===== src/rtl/lsmon_pkg.sv =====
package lsmon_pkg;

    typedef enum logic [1:0] {
        PH_IDLE  = 2'd0,
        PH_LOAD  = 2'd1,
        PH_STORE = 2'd2,
        PH_TAIL  = 2'd3
    } phase_e;

    localparam int NUM_ERR = 12;
    localparam int CODE_W  = $clog2(NUM_ERR);

    localparam int ERR_BOTH_REQ  = 0;
    localparam int ERR_REQ_BUSY  = 1;
    localparam int ERR_BUSY_SEQ  = 2;
    localparam int ERR_ADDR_MOVE = 3;
    localparam int ERR_ACK_LONG  = 4;
    localparam int ERR_EXC_LONG  = 5;
    localparam int ERR_EXC_BUSY  = 6;
    localparam int ERR_LD_PULSE  = 7;
    localparam int ERR_ST_PULSE  = 8;
    localparam int ERR_ST_TAIL   = 9;
    localparam int ERR_ACK_EXC   = 10;
    localparam int ERR_WDOG      = 11;

    typedef struct packed {
        phase_e phase;
        logic   first;
        logic   ack_seen;
        logic   exc_seen;
        logic   lock;
        logic   prev_ack;
        logic   prev_exc;
    } ctl_t;

endpackage


===== src/rtl/lsmon_track.sv =====
module lsmon_track
    import lsmon_pkg::*;
#(
    parameter int ADDR_W = 48,
    parameter int WDOG_W = 16
) (
    input  logic              clk,
    input  logic              rst_n,
    input  logic              abort_i,
    input  logic              ld_req_i,
    input  logic              st_req_i,
    input  logic              busy_i,
    input  logic              addr_vld_i,
    input  logic [ADDR_W-1:0] addr_i,
    input  logic              addr_ack_i,
    input  logic              exc_i,
    input  logic              ld_vld_i,
    input  logic              st_vld_i,
    output ctl_t              ctl_o,
    output logic [ADDR_W-1:0] snap_o,
    output logic [WDOG_W-1:0] wcnt_o,
    output logic              ld_done_o,
    output logic              st_take_o,
    output logic              st_done_o,
    output logic              exc_done_o
);

    typedef struct packed {
        ctl_t              ctl;
        logic [ADDR_W-1:0] snap;
        logic [WDOG_W-1:0] wcnt;
    } trk_t;

    trk_t trk_d, trk_q;

    always_comb begin
        trk_d      = trk_q;
        ld_done_o  = 1'b0;
        st_take_o  = 1'b0;
        st_done_o  = 1'b0;
        exc_done_o = 1'b0;
        if (abort_i) begin
            trk_d.ctl  = '0;
            trk_d.wcnt = '0;
        end else begin
            trk_d.ctl.prev_ack = addr_ack_i;
            trk_d.ctl.prev_exc = exc_i;
            if (!busy_i) begin
                trk_d.wcnt = '0;
            end else if (trk_q.wcnt != '1) begin
                trk_d.wcnt = trk_q.wcnt + 1'b1;
            end
            unique case (trk_q.ctl.phase)
                PH_IDLE: begin
                    if ((ld_req_i ^ st_req_i) && !busy_i) begin
                        trk_d.ctl.phase    = ld_req_i ? PH_LOAD : PH_STORE;
                        trk_d.ctl.first    = 1'b1;
                        trk_d.ctl.ack_seen = 1'b0;
                        trk_d.ctl.exc_seen = 1'b0;
                        trk_d.ctl.lock     = 1'b0;
                    end
                end
                PH_LOAD, PH_STORE: begin
                    trk_d.ctl.first = 1'b0;
                    if (!busy_i) begin
                        trk_d.ctl.phase = PH_IDLE;
                        if (!trk_q.ctl.first) begin
                            if (trk_q.ctl.phase == PH_LOAD && ld_vld_i) begin
                                ld_done_o = 1'b1;
                            end else if (exc_i) begin
                                exc_done_o = 1'b1;
                            end
                        end
                    end else begin
                        if (trk_q.ctl.phase == PH_STORE && st_vld_i && trk_q.ctl.ack_seen) begin
                            trk_d.ctl.phase = PH_TAIL;
                            st_take_o       = 1'b1;
                        end
                        if (addr_ack_i) trk_d.ctl.ack_seen = 1'b1;
                        if (exc_i)      trk_d.ctl.exc_seen = 1'b1;
                        if (addr_vld_i && !trk_q.ctl.lock) begin
                            trk_d.ctl.lock = 1'b1;
                            trk_d.snap     = addr_i;
                        end
                    end
                end
                PH_TAIL: begin
                    trk_d.ctl.phase = PH_IDLE;
                    st_done_o       = !busy_i;
                end
            endcase
        end
    end

    always_ff @(posedge clk or negedge rst_n) begin
        if (!rst_n) trk_q <= '0;
        else        trk_q <= trk_d;
    end

    assign ctl_o  = trk_q.ctl;
    assign snap_o = trk_q.snap;
    assign wcnt_o = trk_q.wcnt;

endmodule


===== src/rtl/lsmon_rules.sv =====
module lsmon_rules
    import lsmon_pkg::*;
#(
    parameter int ADDR_W = 48,
    parameter int WDOG_W = 16
) (
    input  ctl_t               ctl_i,
    input  logic [ADDR_W-1:0]  snap_i,
    input  logic [WDOG_W-1:0]  wcnt_i,
    input  logic [WDOG_W-1:0]  wdog_limit_i,
    input  logic               abort_i,
    input  logic               ld_req_i,
    input  logic               st_req_i,
    input  logic               busy_i,
    input  logic               addr_vld_i,
    input  logic [ADDR_W-1:0]  addr_i,
    input  logic               addr_ack_i,
    input  logic               exc_i,
    input  logic               ld_vld_i,
    input  logic               st_vld_i,
    output logic [NUM_ERR-1:0] err_o
);

    logic open_q, idle_q, legal_end;

    always_comb begin
        open_q    = (ctl_i.phase == PH_LOAD) || (ctl_i.phase == PH_STORE);
        idle_q    = (ctl_i.phase == PH_IDLE);
        legal_end = ((ctl_i.phase == PH_LOAD) && ld_vld_i) || exc_i;
        err_o     = '0;
        if (!abort_i) begin
            err_o[ERR_BOTH_REQ]  = ld_req_i && st_req_i;
            err_o[ERR_REQ_BUSY]  = (ld_req_i || st_req_i) && (busy_i || !idle_q);
            err_o[ERR_BUSY_SEQ]  = open_q && !busy_i && (ctl_i.first || !legal_end);
            err_o[ERR_ADDR_MOVE] = open_q && busy_i && ctl_i.lock &&
                                   (!addr_vld_i || (addr_i != snap_i));
            err_o[ERR_ACK_LONG]  = addr_ack_i && ctl_i.prev_ack;
            err_o[ERR_EXC_LONG]  = exc_i && ctl_i.prev_exc;
            err_o[ERR_EXC_BUSY]  = exc_i && busy_i;
            err_o[ERR_LD_PULSE]  = ld_vld_i && (busy_i || (ctl_i.phase != PH_LOAD));
            err_o[ERR_ST_PULSE]  = st_vld_i && ((ctl_i.phase != PH_STORE) ||
                                   !ctl_i.ack_seen || !busy_i);
            err_o[ERR_ST_TAIL]   = (ctl_i.phase == PH_TAIL) && busy_i;
            err_o[ERR_ACK_EXC]   = open_q && ((addr_ack_i && (exc_i || ctl_i.exc_seen)) ||
                                   (exc_i && ctl_i.ack_seen));
            err_o[ERR_WDOG]      = (wdog_limit_i != '0) && busy_i && (wcnt_i >= wdog_limit_i);
        end
    end

endmodule


===== src/rtl/lsmon_tally.sv =====
module lsmon_tally #(
    parameter int DATA_W = 64,
    parameter int CNT_W  = 16
) (
    input  logic              clk,
    input  logic              rst_n,
    input  logic              ld_done_i,
    input  logic              st_take_i,
    input  logic              st_done_i,
    input  logic              exc_done_i,
    input  logic [DATA_W-1:0] ld_data_i,
    input  logic [DATA_W-1:0] st_data_i,
    output logic [CNT_W-1:0]  ld_count_o,
    output logic [CNT_W-1:0]  st_count_o,
    output logic [CNT_W-1:0]  exc_count_o,
    output logic [DATA_W-1:0] last_ld_o,
    output logic [DATA_W-1:0] last_st_o
);

    typedef struct packed {
        logic [CNT_W-1:0]  n_ld;
        logic [CNT_W-1:0]  n_st;
        logic [CNT_W-1:0]  n_exc;
        logic [DATA_W-1:0] ld_dat;
        logic [DATA_W-1:0] st_dat;
    } tal_t;

    tal_t tal_d, tal_q;

    always_comb begin
        tal_d = tal_q;
        if (ld_done_i) begin
            tal_d.n_ld   = tal_q.n_ld + 1'b1;
            tal_d.ld_dat = ld_data_i;
        end
        if (st_take_i) tal_d.st_dat = st_data_i;
        if (st_done_i) tal_d.n_st  = tal_q.n_st + 1'b1;
        if (exc_done_i) tal_d.n_exc = tal_q.n_exc + 1'b1;
    end

    always_ff @(posedge clk or negedge rst_n) begin
        if (!rst_n) tal_q <= '0;
        else        tal_q <= tal_d;
    end

    assign ld_count_o  = tal_q.n_ld;
    assign st_count_o  = tal_q.n_st;
    assign exc_count_o = tal_q.n_exc;
    assign last_ld_o   = tal_q.ld_dat;
    assign last_st_o   = tal_q.st_dat;

endmodule


===== src/rtl/lsmon_errlog.sv =====
module lsmon_errlog
    import lsmon_pkg::*;
(
    input  logic               clk,
    input  logic               rst_n,
    input  logic [NUM_ERR-1:0] err_i,
    output logic [NUM_ERR-1:0] flags_o,
    output logic [CODE_W-1:0]  first_o,
    output logic               first_vld_o
);

    typedef struct packed {
        logic [NUM_ERR-1:0] flags;
        logic [CODE_W-1:0]  code;
        logic               vld;
    } log_t;

    log_t log_d, log_q;

    always_comb begin
        log_d       = log_q;
        log_d.flags = log_q.flags | err_i;
        if (!log_q.vld && (err_i != '0)) begin
            log_d.vld = 1'b1;
            for (int i = NUM_ERR - 1; i >= 0; i--) begin
                if (err_i[i]) log_d.code = CODE_W'(i);
            end
        end
    end

    always_ff @(posedge clk or negedge rst_n) begin
        if (!rst_n) log_q <= '0;
        else        log_q <= log_d;
    end

    assign flags_o     = log_q.flags;
    assign first_o     = log_q.code;
    assign first_vld_o = log_q.vld;

endmodule


===== src/rtl/lsport_monitor.sv =====
module lsport_monitor
    import lsmon_pkg::*;
#(
    parameter int DATA_W = 64,
    parameter int ADDR_W = 48,
    parameter int CNT_W  = 16,
    parameter int WDOG_W = 16
) (
    input  logic               clk,
    input  logic               rst_n,
    input  logic               abort_i,
    input  logic [WDOG_W-1:0]  wdog_limit_i,
    input  logic               ld_req_i,
    input  logic               st_req_i,
    input  logic               busy_i,
    input  logic               addr_vld_i,
    input  logic [ADDR_W-1:0]  addr_i,
    input  logic               addr_ack_i,
    input  logic               exc_i,
    input  logic               ld_vld_i,
    input  logic [DATA_W-1:0]  ld_data_i,
    input  logic               st_vld_i,
    input  logic [DATA_W-1:0]  st_data_i,
    output logic [NUM_ERR-1:0] err_flags_o,
    output logic [CODE_W-1:0]  first_err_o,
    output logic               first_err_vld_o,
    output logic [CNT_W-1:0]   ld_count_o,
    output logic [CNT_W-1:0]   st_count_o,
    output logic [CNT_W-1:0]   exc_count_o,
    output logic [DATA_W-1:0]  last_ld_data_o,
    output logic [DATA_W-1:0]  last_st_data_o
);

    ctl_t               ctl;
    logic [ADDR_W-1:0]  snap;
    logic [WDOG_W-1:0]  wcnt;
    logic               ld_done, st_take, st_done, exc_done;
    logic [NUM_ERR-1:0] err;

    lsmon_track #(.ADDR_W(ADDR_W), .WDOG_W(WDOG_W)) track_i (
        .clk        (clk),
        .rst_n      (rst_n),
        .abort_i    (abort_i),
        .ld_req_i   (ld_req_i),
        .st_req_i   (st_req_i),
        .busy_i     (busy_i),
        .addr_vld_i (addr_vld_i),
        .addr_i     (addr_i),
        .addr_ack_i (addr_ack_i),
        .exc_i      (exc_i),
        .ld_vld_i   (ld_vld_i),
        .st_vld_i   (st_vld_i),
        .ctl_o      (ctl),
        .snap_o     (snap),
        .wcnt_o     (wcnt),
        .ld_done_o  (ld_done),
        .st_take_o  (st_take),
        .st_done_o  (st_done),
        .exc_done_o (exc_done)
    );

    lsmon_rules #(.ADDR_W(ADDR_W), .WDOG_W(WDOG_W)) rules_i (
        .ctl_i        (ctl),
        .snap_i       (snap),
        .wcnt_i       (wcnt),
        .wdog_limit_i (wdog_limit_i),
        .abort_i      (abort_i),
        .ld_req_i     (ld_req_i),
        .st_req_i     (st_req_i),
        .busy_i       (busy_i),
        .addr_vld_i   (addr_vld_i),
        .addr_i       (addr_i),
        .addr_ack_i   (addr_ack_i),
        .exc_i        (exc_i),
        .ld_vld_i     (ld_vld_i),
        .st_vld_i     (st_vld_i),
        .err_o        (err)
    );

    lsmon_tally #(.DATA_W(DATA_W), .CNT_W(CNT_W)) tally_i (
        .clk         (clk),
        .rst_n       (rst_n),
        .ld_done_i   (ld_done),
        .st_take_i   (st_take),
        .st_done_i   (st_done),
        .exc_done_i  (exc_done),
        .ld_data_i   (ld_data_i),
        .st_data_i   (st_data_i),
        .ld_count_o  (ld_count_o),
        .st_count_o  (st_count_o),
        .exc_count_o (exc_count_o),
        .last_ld_o   (last_ld_data_o),
        .last_st_o   (last_st_data_o)
    );

    lsmon_errlog errlog_i (
        .clk         (clk),
        .rst_n       (rst_n),
        .err_i       (err),
        .flags_o     (err_flags_o),
        .first_o     (first_err_o),
        .first_vld_o (first_err_vld_o)
    );

endmodule


===== config.mk =====
export PLATFORM = sky130hd
export DESIGN_NAME = lsport_monitor
export DESIGN_NICKNAME = d
export VERILOG_FILES = /design/src/rtl/lsmon_pkg.sv /design/src/rtl/lsmon_track.sv /design/src/rtl/lsmon_rules.sv /design/src/rtl/lsmon_tally.sv /design/src/rtl/lsmon_errlog.sv /design/src/rtl/lsport_monitor.sv
export SDC_FILE = /design/constraint.sdc
export NUM_CORES = 1
export LEC_CHECK = 0
export BUFFER_PORTS_ARGS = -buffer_cell sky130_fd_sc_hd__buf_4
export CORE_MARGIN = 4
export CORE_UTILIZATION = 32
export DETAILED_ROUTE_END_ITERATION = 7
export GPL_TIMING_DRIVEN = 1
export PLACE_DENSITY_LB_ADDON = 0.2
export SYNTH_ARGS = -nofsm -noshare
export SYNTH_HDL_FRONTEND = slang
export SYNTH_SLANG_ARGS = --single-unit

===== constraint.sdc =====
create_clock -name clk -period 7.5 [get_ports clk]
set_input_delay 0.75 -clock clk [delete_from_list [all_inputs] [get_ports clk]]
set_output_delay 0.75 -clock clk [all_outputs]
set_load 0.005 [all_outputs]

# Yosys cells after proc, flatten, opt, wreduce, memory -nomap -nowiden
# Cells that the tools add are included.
# Widths: inputs -> output; s select.
[word_totals]
word_cells = 137
ff_bits = 265
output_inout_bits = 193
input_bits = 203
[classes]
n_lt_le_gt_ge = 1
muxes = 44
addsub = 4
n_reduce_logical = 54
bitwise_logic = 3
eq_ne = 14
[op_table]
columns = ["op", "count"]
rows = [
  ["$add 16x1->16 const B", 4],
  ["$mux 16", 3],
  ["$mux 4", 12],
  ["$ne 48x48->1", 1],
  ["$logic_and 1x1->1", 24],
  ["$mux 1", 20],
  ["$ge 16x16->1", 1],
  ["$ne 16x16->1 const B", 1],
  ["$reduce_and 4->1", 4],
  ["$reduce_bool 16->1", 1],
  ["$mux 12", 1],
  ["$ne 3x3->1 const B", 4],
  ["$or 12x12->12", 1],
  ["$reduce_bool 12->1", 1],
  ["$logic_or 1x1->1", 11],
  ["$mux 8", 1],
  ["$pmux 4 s2", 1],
  ["$logic_not 1->1", 7],
  ["$mux 2", 3],
  ["$mux 6", 1],
  ["$ne 3x2->1 const B", 2],
  ["$pmux 2 s3", 1],
  ["$reduce_and 2->1", 3],
  ["$eq 2x2->1 const B", 2],
  ["10 further kinds", 10],
]

# Logic depth before layout (Yosys ltp)
# Gate-level depths: netlist of the first run.
[logic_depth]
word_depth = 19
depth_mapped = 9

# By module
# Synthesis of the first run repeated with hierarchy kept, for this count alone.
[unflattened]
hier_cells = 917
hier_area_um2 = 11857.6
[by_module_without_submodules]
columns = ["mod", "seq_area_each_um2", "area_each_um2", "n_inst", "cells_per_inst"]
rows = [
  ["lsmon_tally", 4404.2, 6810.3, 1, 445],
  ["lsmon_track", 1801.7, 3186.8, 1, 253],
  ["lsmon_rules", 0.0, 1154.9, 1, 164],
  ["lsmon_errlog", 425.4, 705.7, 1, 55],
]

# Worst setup path after synthesis of the first run
# Ideal clock, no wire load.
[synth_timing]
path_kind = "input-to-reg"
from = "input wdog_limit_i[3]"
to = "register errlog_i.log_q, in the netlist errlog_i.first_o[0]"
arrival_ps = 2791
path_buffers = 0
path_stages = 9
setup_slack_ps = 4582
path_cell_list = "inv_1 ha_1 a2111oi_2 o21ai_1 a221o_1 o2bb2ai_2 a2111oi_4 a41oi_2 mux2_1"
[synth_via]
elab_chain_len = 7
word_cells_on_any_way = 8
cone_classes = "order compare (1); mux (1); reduce/logical (6)"
[synth_rtl]
columns = ["item", "line_no", "source"]
rows = [
  ["start, declared", "lsport_monitor.sv:12", "input logic [WDOG_W-1:0] wdog_limit_i,"],
  ["branches (longest 2 deep; another with $ge 16x16->1)", "-", ""],
  ["$logic_and 1x1->1 (*)", "lsmon_rules.sv:46", "err_o[ERR_WDOG] = (wdog_limit_i != '0) && busy_i && (wcnt_i >= wdog_limit_i);"],
  ["$mux 12 (*)", "lsmon_rules.sv:31", "if (!abort_i) begin"],
  ["$reduce_bool 12->1 (no line) (*)", "-", ""],
  ["$logic_and 1x1->1", "lsmon_errlog.sv:23", "if (!log_q.vld && (err_i != '0)) begin"],
  ["$reduce_and 2->1 (no line) (*)", "-", ""],
  ["end signal, assigned", "lsmon_errlog.sv:33", "else log_q <= log_d;"],
  ["end, declared", "lsmon_errlog.sv:18", "log_t log_d, log_q;"],
]
# Every way passes the cells marked *.
# A chain may end at the register's enable or synchronous reset.

# Worst setup path after layout of the first run
[layout_timing]
from = "register track_i.trk_q, in the netlist track_i.ctl_o[7]"
to = "register tally_i.tal_q, in the netlist tally_i.last_ld_o[28]"
[layout_via]
elab_chain_len = 7
word_cells_on_any_way = 9
cone_classes = "eq/ne (2); mux (5); reduce/logical (2)"
[layout_rtl]
columns = ["item", "line_no", "source"]
rows = [
  ["start, declared", "lsmon_track.sv:34", "trk_t trk_d, trk_q;"],
  ["start signal, assigned", "lsmon_track.sv:97", "else trk_q <= trk_d;"],
  ["$eq 2x1->1", "lsmon_track.sv:53, lsmon_track.sv:68", ""],
  ["$logic_and 1x1->1", "lsmon_track.sv:68", "if (trk_q.ctl.phase == PH_LOAD && ld_vld_i) begin"],
  ["$mux 1", "lsmon_track.sv:68", ""],
  ["$mux 1", "lsmon_track.sv:67", "if (!trk_q.ctl.first) begin"],
  ["$mux 1", "lsmon_track.sv:65", "if (!busy_i) begin"],
  ["$mux 1 (*)", "lsmon_track.sv:53", "unique case (trk_q.ctl.phase)"],
  ["$mux 1 (*)", "lsmon_track.sv:42", "if (abort_i) begin"],
  ["end signal, assigned", "lsmon_tally.sv:43", "else tal_q <= tal_d;"],
  ["end, declared", "lsmon_tally.sv:28", "tal_t tal_d, tal_q;"],
]
# Every way passes the cells marked *; elsewhere a longest branch is shown, timed or not.

==> results.md, run 1 <==
* Slew Viols, Final at 0
* Adder-cell share of the synthesized area at 2.91%
* Multiplexer area fraction after synthesis at 17.6%
* Post-layout util at 45.1%
* Peak VDD IR at 0.000207 V
* First-pass GRT wire length at 47100 um
* Final Cell Area at around 16000 um2
* Setup-failing EPs final at 0
* Via count at around 8300
* Setup crit start kind: flip-flop
* Worst flop-to-flop path endpoint: tally_i.last_ld_o[28]
* Crit end category: flip-flop
* Most frequent cells after synthesis: 265 x dfrtp_1, 154 x mux2_2, 63 x xnor2_1
* Met2 usage at 23.7%
* Share of cells above drive strength 1 at between 40 and 50%
* Pre-CTS setup slack at 4280 ps
* Initial DRC count at 303
* Post-synth cell types at 57
* Total Wirelength at about 30000 um
* Gr busiest metal: met2
* Achievable Freq at roughly 0.33 GHz
* Slack of the critical path at approximately 4500 ps
* Core Rows at ~70
* CP Class: reg -> reg
* Num Clock Sinks at between 200 and 300
* R2R Path Start: track_i.ctl_o[7]
* Top Ports at roughly 400
* Total track usage at roughly 15%
* Mapped Avg Cell Area at ~13 um2
* Post-synthesis xor/xnor area fraction at under 10%
* Gp weighted congestion at a little under 0.8
* Dpl hpwl at ~23000 um
* Total Negative Setup Slacks at 0 ps
* FF-to-FF setup slack at between 4000 and 5000 ps
* Initial core utilization at approximately a third
* Dominant cells by area after synthesis: dfrtp_1 57%, mux2_2 15%, xnor2_1 4.8%, xor2_1 2.9%, ha_1 2.9%
* Clock skew at about 12 ps
* Cell taking the most area after synthesis: dfrtp_1
* Post-synth EDFFs at 0
* Vias per inst at ~4.7
* Die height at 198 um
* Compound-Gate Fraction of Synth Area at about 3.7%
* Nets at approximately 1500
* CP max FO at between 60 and 70
* Post-CTS Resized at 0
* Clock root buffer: clkbuf_16
* Max-slew headroom at between 30% and 40%
* Synth top area share at between 50% and 60%
* Port bufs at between 300 and 400
* Worst-Margin Slew at 910 ps
* Number of max-cap violations at 0
* Power density cells at about 290 nW/um2
* Ys async rst share at 100%
* Count leader, synth: dfrtp_1
* ANT cells at 0
* Share of the yosys chip area belonging to registers at 57.2%
* Die area at slightly below 40000 um2
* Pin count of the biggest net entering global routing at just under 90
* Met3 GRT Util at between 5 and 6%
* CTS tree: built
* Area grow syn2layout at 38.6%
* Num CTS Buffers at 30
* Clock period minus worst slack at 3030 ps
* Post-synthesis simple-gate area fraction at around 8.7%
* Synthesis warning total at 0
* Die W at between 150 and 200 um
* Register bit total from synthesis at between 200 and 300
* Hold Buf Count CTS at 0
* Core area at 35700 um2
* Clk Latency, worst-skew pair at ~550 ps
* Setup bufs post-CTS at 0
* Cell count of the worst reg-to-reg path at 6
* # DRC at 0
* Area after DPL at between 15000 and 20000 um2
* Worst Hold Class: in -> async
* Arrival time worst endpoint at 3460 ps
* Worst endpoint required time at 7930 ps
* Clock buffer depth at 3
* Final period utilization at between 40 and 50%
* Status: finished clean
* Htree depth at 1
* Cells after Synth at 890
* First-pass iteration count of the detailed router at 4
* Syn Nets at around 1100
* Main flop type after synthesis: dfrtp_1
* Overall power at around 4.7 mW
* Number of global-route vias before repair at approximately 8700
* Synthesized area at 11600 um2
* Antenna Nets Post-Route at 0
* Pleak at ~8 nW
* Main combinational cell family by area after synthesis: multiplexers
* RSZ-0062 raised after global routing: false
* Initial antenna violation count at 0
* Grt ovf at 0
* Clock-pin slew on the worst setup and hold paths at around 60 ps
* Fin. Hold Viols at 0
* M1 GR Usage at roughly a fifth
* DR WL/cell at 17.1 um
where the power goes:
group / internal [mW] / leakage, nW / total [mW] / switching [mW]
combinational: 0.746 / 3.98 / 1.21 / 0.462
clock: 0.895 / 0.474 / 1.47 / 0.571
sequential: 1.80 / 3.47 / 2.03 / 0.227
worst max path at each step:
| stage | from | to | slack (ps) | cells after the start |
|---|---|---|---|---|
| floorplan | wdog_limit_i[3] | errlog_i.first_o[0] | 4580 | 9 |
| global placement | abort_i | tally_i.last_ld_o[28] | 4340 | 6 |
| detailed placement | abort_i | tally_i.last_ld_o[28] | 4280 | 6 |
| CTS | track_i.ctl_o[7] | tally_i.last_ld_o[28] | 4430 | 6 |
| global route | track_i.ctl_o[6] | tally_i.last_ld_o[31] | 4280 | 6 |
| finish | track_i.ctl_o[7] | tally_i.last_ld_o[28] | 4470 | 6 |
critical path: stages (launching register included):
cell and delay (ps):
dfrtp_1 370, inv_1 100, ha_1 420, nand2_4 100, nor4_4 690, buf_4 740, mux2_2 420
metrics by stage:
step,hold slack [ps],instances
finish,179,1777
global route,225,1777
CTS,202,1777
detailed placement,459,1725
global placement,451,1725
floorplan,450,890
cells by family (layout without fill, tap and decap cells):
family	count (synthesis)	after routing
compound gates	60	60
xor+xnor	102	102
fa+ha+maj	27	27
buf+inv	59	485
flops	265	265
mux	181	181
simple gates	196	196
flip-flops by register name, summed over array words and instances (netlist names):
signal                count
tally_i.ld_count_o       16
track_i.snap_o           48
errlog_i.first_vld_o      1
tally_i.st_count_o       16
tally_i.last_st_o        64
errlog_i.flags_o         12
track_i.wcnt_o           16
tally_i.exc_count_o      16
errlog_i.first_o          4
track_i.ctl_o             8
tally_i.last_ld_o        64
cell type report:
| type | instances | area [um2] |
|---|---|---|
| sequential | 265 | 6630 |
| fill | 3384 | 19600 |
| timing repair buffer | 402 | 3030 |
| clock buffer | 46 | 872 |
| tap | 461 | 577 |
| multi-input combinational | 566 | 4730 |
| clock inverter | 6 | 111 |
| inverter | 31 | 121 |
metal layers:
| layer | up-vias | routed length [um] |
|---|---|---|
| met3 | 52 | 2700 |
| li1 | 3933 | - |
| met2 | 256 | 14300 |
| met5 | - | 0 |
| met4 | 0 | 743 |
| met1 | 4025 | 12700 |
cells in the final DEF, fill, tap and decap left out, types with 2 or more instances in the layout:
| master | synthesis | final |
|---|---|---|
| o211ai_1 | 2 | 2 |
| nand2b_1 | 9 | 9 |
| buf_4 | 0 | 401 |
| xnor2_1 | 63 | 63 |
| a21o_1 | 2 | 2 |
| clkbuf_16 | 0 | 31 |
| o21ai_0 | 10 | 10 |
| nor4_1 | 14 | 14 |
| and3_1 | 14 | 14 |
| and4_1 | 5 | 5 |
| nand2_1 | 47 | 47 |
| nor3_1 | 7 | 7 |
| nand3_1 | 23 | 23 |
| a211oi_1 | 2 | 2 |
| a221o_1 | 2 | 2 |
| nor2_4 | 1 | 2 |
| bufinv_16 | 0 | 3 |
| o21ai_1 | 2 | 2 |
| a21oi_1 | 23 | 23 |
| mux2_2 | 154 | 154 |
| nor3b_1 | 3 | 2 |
| nor2b_1 | 5 | 5 |
| or2_2 | 3 | 3 |
| inv_1 | 29 | 29 |
| a41o_1 | 2 | 2 |
| dfrtp_1 | 265 | 265 |
| mux2_1 | 26 | 26 |
| ha_1 | 27 | 27 |
| nor2_1 | 38 | 37 |
| clkbuf_1 | 16 | 11 |
| clkbuf_8 | 0 | 4 |
| nand4_1 | 19 | 19 |
| xor2_1 | 39 | 39 |
No activity file was read; power rests on OpenSTA's default activity.
==> run 2: changes to the inputs <==
- clock period: 7.5 -> 3.16 ns (I/O delays scaled with it)
==> run 2 against run 1 <==
Setup slack got worse by 4100 ps. Critical path depth rose by 2. Total power rose by 150%. Non-clock buffer count rose by 184. Cell count rose by 11%. Worst hold slack got worse by 130 ps. Core utilization rose by 5.5 points. Clock skew rose by 2.8 ps. Design area rose by 12%. Flip-flop and latch count did not move. Count of clock-buffer cells in the layout fell by 1. Register-to-register slack got worse by 4100 ps.
==> results.md, run 2 (same netlist as run 1, synthesis figures left out) <==
* Status: finished clean (unchanged)
* Fill cells at 3132 (was 3384)
* Worst endpoint required time at 3590 ps (was 7930 ps)
* Final period utilization at 86.8% (was 40.4%)
* Num CTS Buffers at 31 (was 30)
* First-pass GRT wire length at 51700 um (was 47100 um)
* Clk Latency, worst-skew pair at 560 ps (was 550 ps)
* Nets at 1711 (was 1526)
* Slack of the critical path at 419 ps (was 4470 ps)
* Slew Viols, Final at 0 (unchanged)
* Core area at 35700 um2 (unchanged)
* Gp weighted congestion at 0.785 (was 0.795)
* Worst Hold Class: in -> reg (was in -> async)
* Pre-CTS setup slack at 416 ps (was 4280 ps)
* Crit path to: errlog_i.first_o[0] (was tally_i.last_ld_o[28])
* Post-layout util at 50.6% (was 45.1%)
* R2R Path Start: track_i.wcnt_o[3] (was track_i.ctl_o[7])
* Crit end category: flip-flop (unchanged)
* FF-to-FF setup slack at 420 ps (was 4470 ps)
* Dpl hpwl at 23300 um (was 22800 um)
* Achievable Freq at 0.365 GHz (was 0.330 GHz)
* Max-slew headroom at 57.0% (was 39.4%)
* DR WL/cell at 16.7 um (was 17.1 um)
* FF+latch area at 6630 um2 (unchanged)
* Die W at 198 um (unchanged)
* CP startpoint: track_i.wcnt_o[3] (was track_i.ctl_o[7])
* Setup-failing EPs final at 0 (unchanged)
* Port bufs at 395 (unchanged)
* Fin. Hold Viols at 0 (unchanged)
* Core Rows at 69 (unchanged)
* Post-CTS Resized at 0 (unchanged)
* Pleak at 8.76 nW (was 7.92 nW)
* Clock-pin slew on the worst setup and hold paths at 60 ps (about the same)
* CP Class: reg -> reg (unchanged)
* Number of max-cap violations at 0 (unchanged)
* Vias per inst at 4.58 (was 4.65)
* Number of global-route vias before repair at 9770 (was 8660)
* Clk network pwr share at 31.3% (was 31.2%)
* Top Ports at 396 (unchanged)
* Antenna Nets Post-Route at 0 (unchanged)
* Die height at 198 um (unchanged)
* Sw power at 3.15 mW (was 1.26 mW)
* P_int at 8.41 mW (was 3.44 mW)
* Initial DRC count at 203 (was 303)
* Arrival time worst endpoint at 3170 ps (was 3460 ps)
* Power density cells at 641 nW/um2 (was 293 nW/um2)
* Clock buffer depth at 3 (unchanged)
* Cell count of the worst reg-to-reg path at 8 (was 6)
* Via count at 9012 (was 8266)
* RSZ-0062 raised after global routing: false (unchanged)
* Most common cell after layout, fill and taps aside: buf_4 (unchanged)
* Grt ovf at 0 (unchanged)
* Die area at 39400 um2 (unchanged)
* Htree depth at 1 (unchanged)
* Clock root buffer: clkbuf_16 (unchanged)
* Sw Share at 27.2% (was 26.8%)
* Num Clock Sinks at 265 (unchanged)
* Initial core utilization at 32.5% (unchanged)
* Initial antenna violation count at 0 (unchanged)
* Area of the multi-input gates at 4730 um2 (unchanged)
* Worst-Margin Slew at 645 ps (was 910 ps)
* Peak VDD IR at 0.000542 V (was 0.000207 V)
* Pin count of the biggest net entering global routing at 81 (was 87)
* Area grow syn2layout at 55.4% (was 38.6%)
* Register share of total power at 41.9% (was 43.1%)
* First-pass iteration count of the detailed router at 4 (unchanged)
* Total Wirelength at 32900 um (was 30400 um)
* # DRC at 0 (unchanged)
* Logic pwr share at 26.8% (was 25.7%)
* Clock skew at 14.6 ps (was 11.8 ps)
* CP max FO at 6 (was 61)
* CTS tree: built (unchanged)
* Commonest non-fill, non-tap cells in the layout: 403 x buf_4, 265 x dfrtp_1, 177 x dlygate4sd3_1 (was 401 x buf_4, 265 x dfrtp_1, 154 x mux2_2)
* WHS at 50.5 ps (was 179 ps)
* Setup crit start kind: flip-flop (unchanged)
* Share of cells above drive strength 1 at 42.1% (was 46.7%)
* Total track usage at 16.1% (was 14.8%)
* Worst flop-to-flop path endpoint: errlog_i.first_o[0] (was tally_i.last_ld_o[28])
* Total Negative Setup Slacks at 0 ps (unchanged)
* Clock period minus worst slack at 2740 ps (was 3030 ps)
run 2: cell count changes in the layout (fill, tap and decap cells not counted), moves of 2 or more:
cell | previous run | this run
clkbuf_8 | 4 | 11
buf_12 | 0 | 5
buf_4 | 401 | 403
dlygate4sd3_1 | 0 | 177
diode_2 | 0 | 2
clkbuf_1 | 11 | 3
clkinv_2 | 1 | 6
run 2: area by class of cell:
type | instances | share of cell area, %
sequential | 265 | 36.8
timing repair buffer | 586 | 27.3
clock inverter | 10 | 0.590
inverter | 31 | 0.673
multi-input combinational | 566 | 26.3
tap | 461 | 3.20
clock buffer | 45 | 5.21
antenna | 2 | 0.0278
run 2: timing repair:
item,CTS,global route
hold endpoints to repair,252,0
setup buffers,0,0
hold buffers,177,0
run 2: worst min-delay path by stage:
stage | startpoint | to | slack [ps] | cells after the start
6_report | ld_vld_i | errlog_i.flags_o[7] | 50 | 2
5_1_grt | ld_vld_i | errlog_i.flags_o[7] | 20 | 2
4_1_cts | ld_vld_i | errlog_i.flags_o[7] | 3 | 2
3_5_place_dp | rst_n | track_i.wcnt_o[5] | 380 | 1
3_3_place_gp | rst_n | track_i.wcnt_o[12] | 380 | 1
2_1_floorplan | rst_n | errlog_i.first_o[0] | 20 | 0
run 2: power by group through the flow:
stage          Combinational, mW  Clock [mW]  Sequential, mW
2_1_floorplan               1.39           0            4.84
3_3_place_gp                2.92           0            4.84
3_5_place_dp                2.95           0            4.88
4_1_cts                     3.14        3.75            4.83
5_1_grt                     3.41        3.87            4.96
6_report                    3.09        3.62            4.84
run 2: worst max-delay path, cell delays in order (launching register included):
cell and delay (ps):
dfrtp_1 440, ha_1 330, a2111oi_2 360, o21ai_1 120, a221o_1 320, o2bb2ai_2 160
a2111oi_4 370, a41oi_2 180, mux2_1 340
run 2: metrics by stage:
| step | power, mW | cells | area (um2) |
|---|---|---|---|
| floorplan | 6.22 | 890 | 11600 |
| global placement | 7.75 | 1732 | 15200 |
| detailed placement | 7.83 | 1732 | 15200 |
| CTS | 11.7 | 1964 | 18000 |
| global route | 12.2 | 1964 | 18000 |
| finish | 11.6 | 1966 | 18000 |
run 2: metal layers:
metal / track usage (%) / part of all wire, %
met3: 4.61 / 7.3
met1: 20.4 / 41
met5: 0 / 0
met4: 4.51 / 3.1
met2: 27.2 / 49
